<file path="src/rtl/ocs_pkg.sv">
package ocs_pkg;
    typedef enum logic [2:0] {
        S_RUN       = 3'd0,
        S_DRAIN_BUS = 3'd1,
        S_PARK_REF  = 3'd2,
        S_PARKED    = 3'd3,
        S_WAKE_REF  = 3'd4,
        S_WAKE_BUS  = 3'd5
    } seq_state_t;
endpackage

</file>
<file path="src/rtl/ocs_edge.sv">
module ocs_edge (
    input  logic clk,
    input  logic rst_n,
    input  logic lvl_in,
    output logic lvl,
    output logic rise,
    output logic fall
);
    logic cur_q;
    logic prev_q;

    always_ff @(posedge clk or negedge rst_n) begin
        if (!rst_n) begin
            cur_q  <= 1'b0;
            prev_q <= 1'b0;
        end else begin
            cur_q  <= lvl_in;
            prev_q <= cur_q;
        end
    end

    assign lvl  = cur_q;
    assign rise = cur_q & ~prev_q;
    assign fall = ~cur_q & prev_q;
endmodule

</file>
<file path="src/rtl/ocs_sync.sv">
module ocs_sync #(
    parameter int STAGES = 2
) (
    input  logic clk,
    input  logic rst_n,
    input  logic d,
    output logic q
);
    logic [STAGES-1:0] chain;

    always_ff @(posedge clk or negedge rst_n) begin
        if (!rst_n) chain <= '0;
        else        chain <= {chain[STAGES-2:0], d};
    end

    assign q = chain[STAGES-1];
endmodule

</file>
<file path="src/rtl/ocs_gate.sv">
module ocs_gate #(
    parameter int   W          = 1,
    parameter logic PARK_LEVEL = 1'b0
) (
    input  logic         clk,
    input  logic         rst_n,
    input  logic         lvl,
    input  logic         en,
    input  logic [W-1:0] free,
    output logic [W-1:0] out
);
    genvar gi;
    generate
        for (gi = 0; gi < W; gi++) begin : g_out
            assign out[gi] = (en | free[gi]) ? lvl : PARK_LEVEL;
        end
    endgenerate

    // the enable moves only while the source sits at the park level
    p_gate_quiet_r3: assert property (@(posedge clk) disable iff (!rst_n)
        (en != $past(en)) |-> ($past(lvl) == PARK_LEVEL));
endmodule

</file>
<file path="src/rtl/ocs_seq.sv">
module ocs_seq
    import ocs_pkg::*;
(
    input  logic clk,
    input  logic rst_n,
    input  logic stop_cond,
    input  logic bus_rise,
    input  logic bus_fall,
    input  logic ref_rise,
    output logic bus_en,
    output logic ref_en,
    output logic parked
);
    seq_state_t state;
    seq_state_t nxt;

    always_ff @(posedge clk or negedge rst_n) begin
        if (!rst_n) state <= S_RUN;
        else        state <= nxt;
    end

    always_comb begin
        nxt = state;
        unique case (state)
            S_RUN:       if (bus_rise && stop_cond)  nxt = S_DRAIN_BUS;
            S_DRAIN_BUS: if (bus_fall)               nxt = S_PARK_REF;
            S_PARK_REF:  if (ref_rise)               nxt = S_PARKED;
            S_PARKED:    if (bus_rise && !stop_cond) nxt = S_WAKE_REF;
            S_WAKE_REF:  if (ref_rise)               nxt = S_WAKE_BUS;
            S_WAKE_BUS:  if (bus_fall)               nxt = S_RUN;
            default:                                 nxt = S_RUN;
        endcase
    end

    always_ff @(posedge clk or negedge rst_n) begin
        if (!rst_n) begin
            bus_en <= 1'b1;
            ref_en <= 1'b1;
        end else begin
            bus_en <= !(nxt inside {S_PARK_REF, S_PARKED, S_WAKE_REF, S_WAKE_BUS});
            ref_en <= !(nxt inside {S_PARKED, S_WAKE_REF});
        end
    end

    assign parked = (state == S_PARKED);

    p_stop_entry_r2: assert property (@(posedge clk) disable iff (!rst_n)
        (state == S_RUN && bus_rise && stop_cond) |=> (state == S_DRAIN_BUS));
    p_ref_after_bus_r4: assert property (@(posedge clk) disable iff (!rst_n)
        $fell(ref_en) |-> !bus_en);
    p_wake_order_r8: assert property (@(posedge clk) disable iff (!rst_n)
        $rose(bus_en) |-> ref_en);
    p_status_r9: assert property (@(posedge clk) disable iff (!rst_n)
        parked |-> (!bus_en && !ref_en));
endmodule

</file>
<file path="src/rtl/ordered_clk_stop.sv">
module ordered_clk_stop #(
    parameter int NUM_BUS     = 7,
    parameter int NUM_GRP     = 3,
    parameter int SYNC_STAGES = 2
) (
    input  logic               clk,
    input  logic               rst_n,
    input  logic               bus_clk_in,
    input  logic               ref_clk_in,
    input  logic               stop_req_n,
    input  logic               cfg_stop,
    input  logic [NUM_GRP-1:0] cfg_grp_free,
    input  logic               cfg_ref_free,
    input  logic               cfg_park_hiz,
    output logic [NUM_BUS-1:0] bus_clk_out,
    output logic [NUM_GRP-1:0] grp_clk_out,
    output logic               ref_p_out,
    output logic               ref_n_out,
    output logic               ref_oe,
    output logic               all_parked
);
    localparam logic [NUM_BUS-1:0] BUS_NEVER_FREE = '0;

    logic stop_cond;
    logic bus_lvl, bus_rise, bus_fall;
    logic ref_lvl, ref_rise, ref_fall;
    logic bus_en, ref_en;
    logic ref_true;

    ocs_sync #(.STAGES(SYNC_STAGES)) u_sync (
        .clk(clk), .rst_n(rst_n), .d(~stop_req_n | cfg_stop), .q(stop_cond)
    );

    ocs_edge u_bus_edge (
        .clk(clk), .rst_n(rst_n), .lvl_in(bus_clk_in),
        .lvl(bus_lvl), .rise(bus_rise), .fall(bus_fall)
    );

    ocs_edge u_ref_edge (
        .clk(clk), .rst_n(rst_n), .lvl_in(ref_clk_in),
        .lvl(ref_lvl), .rise(ref_rise), .fall(ref_fall)
    );

    ocs_seq u_seq (
        .clk(clk), .rst_n(rst_n), .stop_cond(stop_cond),
        .bus_rise(bus_rise), .bus_fall(bus_fall), .ref_rise(ref_rise),
        .bus_en(bus_en), .ref_en(ref_en), .parked(all_parked)
    );

    ocs_gate #(.W(NUM_BUS), .PARK_LEVEL(1'b0)) u_bus_gate (
        .clk(clk), .rst_n(rst_n), .lvl(bus_lvl), .en(bus_en),
        .free(BUS_NEVER_FREE), .out(bus_clk_out)
    );

    ocs_gate #(.W(NUM_GRP), .PARK_LEVEL(1'b0)) u_grp_gate (
        .clk(clk), .rst_n(rst_n), .lvl(bus_lvl), .en(bus_en),
        .free(cfg_grp_free), .out(grp_clk_out)
    );

    ocs_gate #(.W(1), .PARK_LEVEL(1'b1)) u_ref_gate (
        .clk(clk), .rst_n(rst_n), .lvl(ref_lvl), .en(ref_en),
        .free(cfg_ref_free), .out(ref_true)
    );

    assign ref_p_out = ref_true;
    assign ref_n_out = ~ref_true;
    assign ref_oe    = ~(~ref_en & ~cfg_ref_free & cfg_park_hiz);

    // an enabled reference output follows its source through falling edges
    p_ref_follow_r8: assert property (@(posedge clk) disable iff (!rst_n)
        (ref_fall && ref_en) |-> (!ref_p_out && ref_n_out));
endmodule

</file>
<file path="config.mk">
export PLATFORM = sky130hd
export DESIGN_NAME = ordered_clk_stop
export DESIGN_NICKNAME = d
export VERILOG_FILES = /design/src/rtl/ocs_pkg.sv /design/src/rtl/ocs_edge.sv /design/src/rtl/ocs_sync.sv /design/src/rtl/ocs_gate.sv /design/src/rtl/ocs_seq.sv /design/src/rtl/ordered_clk_stop.sv
export SDC_FILE = /design/constraint.sdc
export NUM_CORES = 1
export LEC_CHECK = 0
export BUFFER_PORTS_ARGS = -buffer_cell sky130_fd_sc_hd__buf_2
export CAP_MARGIN = 20
export CORE_MARGIN = 10
export CORE_UTILIZATION = 30
export DETAILED_ROUTE_END_ITERATION = 16
export SLEW_MARGIN = 15
export SYNTH_ARGS = -nofsm -noshare
export SYNTH_HDL_FRONTEND = slang
export SYNTH_SLANG_ARGS = --single-unit
</file>
<file path="constraint.sdc">
create_clock -name clk -period 1.64 [get_ports clk]
set_input_delay 0.164 -clock clk [delete_from_list [all_inputs] [get_ports clk]]
set_output_delay 0.164 -clock clk [all_outputs]
set_load 0.02 [all_outputs]
</file>
==> reports/metrics.cfg <==
[grt]
grt.total_usage_pct = 6.08
grt_max_degree = 12
grt_antenna_before_repair = 0
grt_pass1_wl_mm = 1.67
grt_overflow = 0
grt_pass1_vias = 399

[power_and_ir_drop]
cellPowerDensity_mw_per_mm2 = 1450
power_leakage_nw = 0.338
switching_share_pct = 38.9
power.clock.fraction_pct = 17.6
pwr-share-comb_pct = 39.7
p_sw_mw = 0.377
p_seq_share_pct = 42.7
p_int_mw = 0.591
ir_worst_vdd_uv = 572

[setup_path]
cpLargestDelayFamily = flip-flops
crit_fanout = 2
crit_arrival_ns = 1.28
required_ns = 1.48
slowest_stage = dfstp_2
start_kind = flip-flop
path_buf_inv = 2
critical-path-max-stage-delay_ns = 0.52
critical_path_class = reg -> out
crit_path_cell_trace = nor2_1 -> or2_2 -> inv_1 -> buf_2
critPathCaptureType = output pin

[synthesis]
yosys_warnings = 0
synth_fp_nets = 61
syn_avg_cell_area_sq_um = 10.4
syn-instance-count = 50
syn_area_sq_um = 518
yosys-top-cells-area = dfrtp_1 (43%), dfstp_2 (10%), buf_4 (8.7%), nor2_1 (5.8%), a21oi_1 (2.9%)
ys_seq_area_share_pct = 53.6
synthDistinctLibCells = 23
synth_top_area_share_pct = 43.5
ys_ff_latch = 11
yosysTopAreaCell = dfrtp_1

[cells_and_area]
final_area_sq_um = 669
nNetsFinal = 87
drive_above_1_share_pct = 42.7
area_delta_synth_final_pct = 29.2
diodes = 0
fillers = 157

[floorplan]
die_area_sq_mm = 0.00379
io_pins = 25
die_w_um = 61.6
die_h_um = 61.6
core_sq_mm = 0.00158
rows = 14
start_util_pct = 32.9

[detailed_routing]
drt_iter0_drc = 11
routed_via_density = 4.45
num_vias = 405
drc = 0
totalWireLength_mm = 1.08
ant_nets = 0
drt-pass1-iter-count = 4
routedWlPerCell_um = 11.8

[placement]
io_buffer_count = 24
place_congestion = 0.656
place_area_sq_um = 613
post-dp-hpwl_um = 894

[run_status]
outcome = finished, final reports clean

[clock_network]
post_cts_buffers = 0
cts_tree = done
numCtsBuffers = 3
clk_path_buf_depth = 2
clock_latency_ns = 0.26
cts_sinks = 11
clockRootBuffer = clkbuf_4
h-tree-depth = 1
clk_pin_slew_ns = 0.07

[timing]
relSlewSlack_pct = 77.6
fin_crit_sh_pct = 88.1
finalMaxSlewViolations = 0
setup_tns_ns = 0
min_period_ns = 1.45
worst-slew-pin-transition_ns = 0.334
finalHoldViolCount = 0
max_freq_mhz = 692
rsz0062_at_grt = false
setup_viol = 0
clock-skew-final_ns = 0.00689

[min_path]
hp-class = in -> reg

[job]
drv_cap = 0

-- logic make-up after synthesis --
logic type	synth area share (%)
buffers and inverters	11.6
AND/OR/NAND/NOR	22.0
multiplexers	1.93
XOR/XNOR	1.69
flip-flops	53.6
AO/OA/AOI/OAI	9.18
-- cell type report --
class,instances,area (sq um),area share [%]
Clock buffer,4,26.3,3.93
Inverter,4,15.0,2.24
Multi-Input combinational cell,29,180,26.9
Sequential cell,11,278,41.5
Tap cell,16,20.0,2.99
Timing Repair Buffer,27,150,22.4
-- metal layers --
layer	up-vias	share of wire, %	track usage, %
li1	214	-	-
met1	175	41	5.77
met2	14	49	9.96
met3	2	9.0	2.26
met4	0	1.1	5.73
met5	-	0	0
-- cells in the mapped netlist, drive strengths merged --
cell type	n
inv	4
a311o	1
nand2	2
xnor2	1
dfstp	2
dfrtp	9
nand3b	1
a21o	1
and2	1
a311oi	1
a31oi	1
mux2i	1
nor2	8
or2	1
nor4b	1
buf	6
nand2b	2
nor3	1
a21oi	3
and3	1
nor3b	1
nand4bb	1
-- power by group through the flow --
stage / Combinational, mW / Clock (mW) / Sequential [mW]
after floorplan: 0.323 / 0 / 0.401
after global placement: 0.383 / 0 / 0.415
after detailed placement: 0.386 / 0 / 0.417
after CTS: 0.389 / 0.180 / 0.412
after global routing: 0.425 / 0.199 / 0.425
final: 0.384 / 0.171 / 0.413
-- registers in the layout, indices dropped and copies added, names as in the netlist --
register / flops
u_sync.chain: 2
u_bus_edge.prev_q: 1
u_seq.ref_en: 1
u_ref_edge.lvl: 1
u_bus_edge.lvl: 1
u_seq.bus_en: 1
u_ref_edge.prev_q: 1
u_seq.state: 3
-- worst paths after layout --
check	startpoint	endpoint	slack [ns]	cells after the start
max	u_seq.ref_en$_DFF_PN1_	ref_n_out	0.19	4
min	stop_req_n	u_sync.chain[0]$_DFF_PN0_	0.07	2
max reg2reg	u_bus_edge.lvl$_DFF_PN0_	u_seq.ref_en$_DFF_PN1_	0.27	4
min reg2reg	u_sync.chain[0]$_DFF_PN0_	u_sync.chain[1]$_DFF_PN0_	0.35	0
max in group asynchronous	rst_n	u_seq.bus_en$_DFF_PN1_	1.09	2
min in group asynchronous	rst_n	u_ref_edge.lvl$_DFF_PN0_	0.29	2
-- repair_timing --
item                                    in CTS  in global routing
hold endpoints to repair                    11                  2
endpoints found under the setup margin       0                  0
gates resized for setup                      0                  0
hold buffers                                 1                  2
-- layout by cell type, fill, tap and decap left out --
cell | netlist | final
buf_2 | 0 | 24
dfrtp_1 | 9 | 9
nor2_1 | 8 | 8
inv_1 | 3 | 3
a21oi_1 | 3 | 3
clkbuf_4 | 0 | 3
dlygate4sd3_1 | 0 | 3
nand2_1 | 2 | 2
nand2b_1 | 2 | 2
dfstp_2 | 2 | 2
and3_1 | 1 | 1
nor3b_2 | 1 | 1
xnor2_1 | 1 | 1
nor4b_1 | 1 | 1
nand4bb_1 | 1 | 1
a31oi_1 | 1 | 1
a311o_1 | 1 | 1
inv_2 | 1 | 1
a311oi_1 | 1 | 1
a21o_1 | 1 | 1
nand3b_1 | 1 | 1
nor3_1 | 1 | 1
or2_2 | 1 | 1
and2_1 | 1 | 1
mux2i_1 | 1 | 1
clkbuf_1 | 0 | 1
-- through the flow --
step                      power, mW  setup slack (ns)  hold WS (ns)  util [%]  instances
after floorplan               0.724             0.408        -0.132         -         50
after global placement        0.797             0.299        0.0378      38.9         84
after detailed placement      0.804             0.261        0.0388      38.9         84
after CTS                     0.981             0.177      0.000350      41.2         89
after global routing           1.05             0.130        0.0443      42.5         91
final                         0.968             0.195        0.0656      42.5         91
Power figures use the tool's default switching activity.
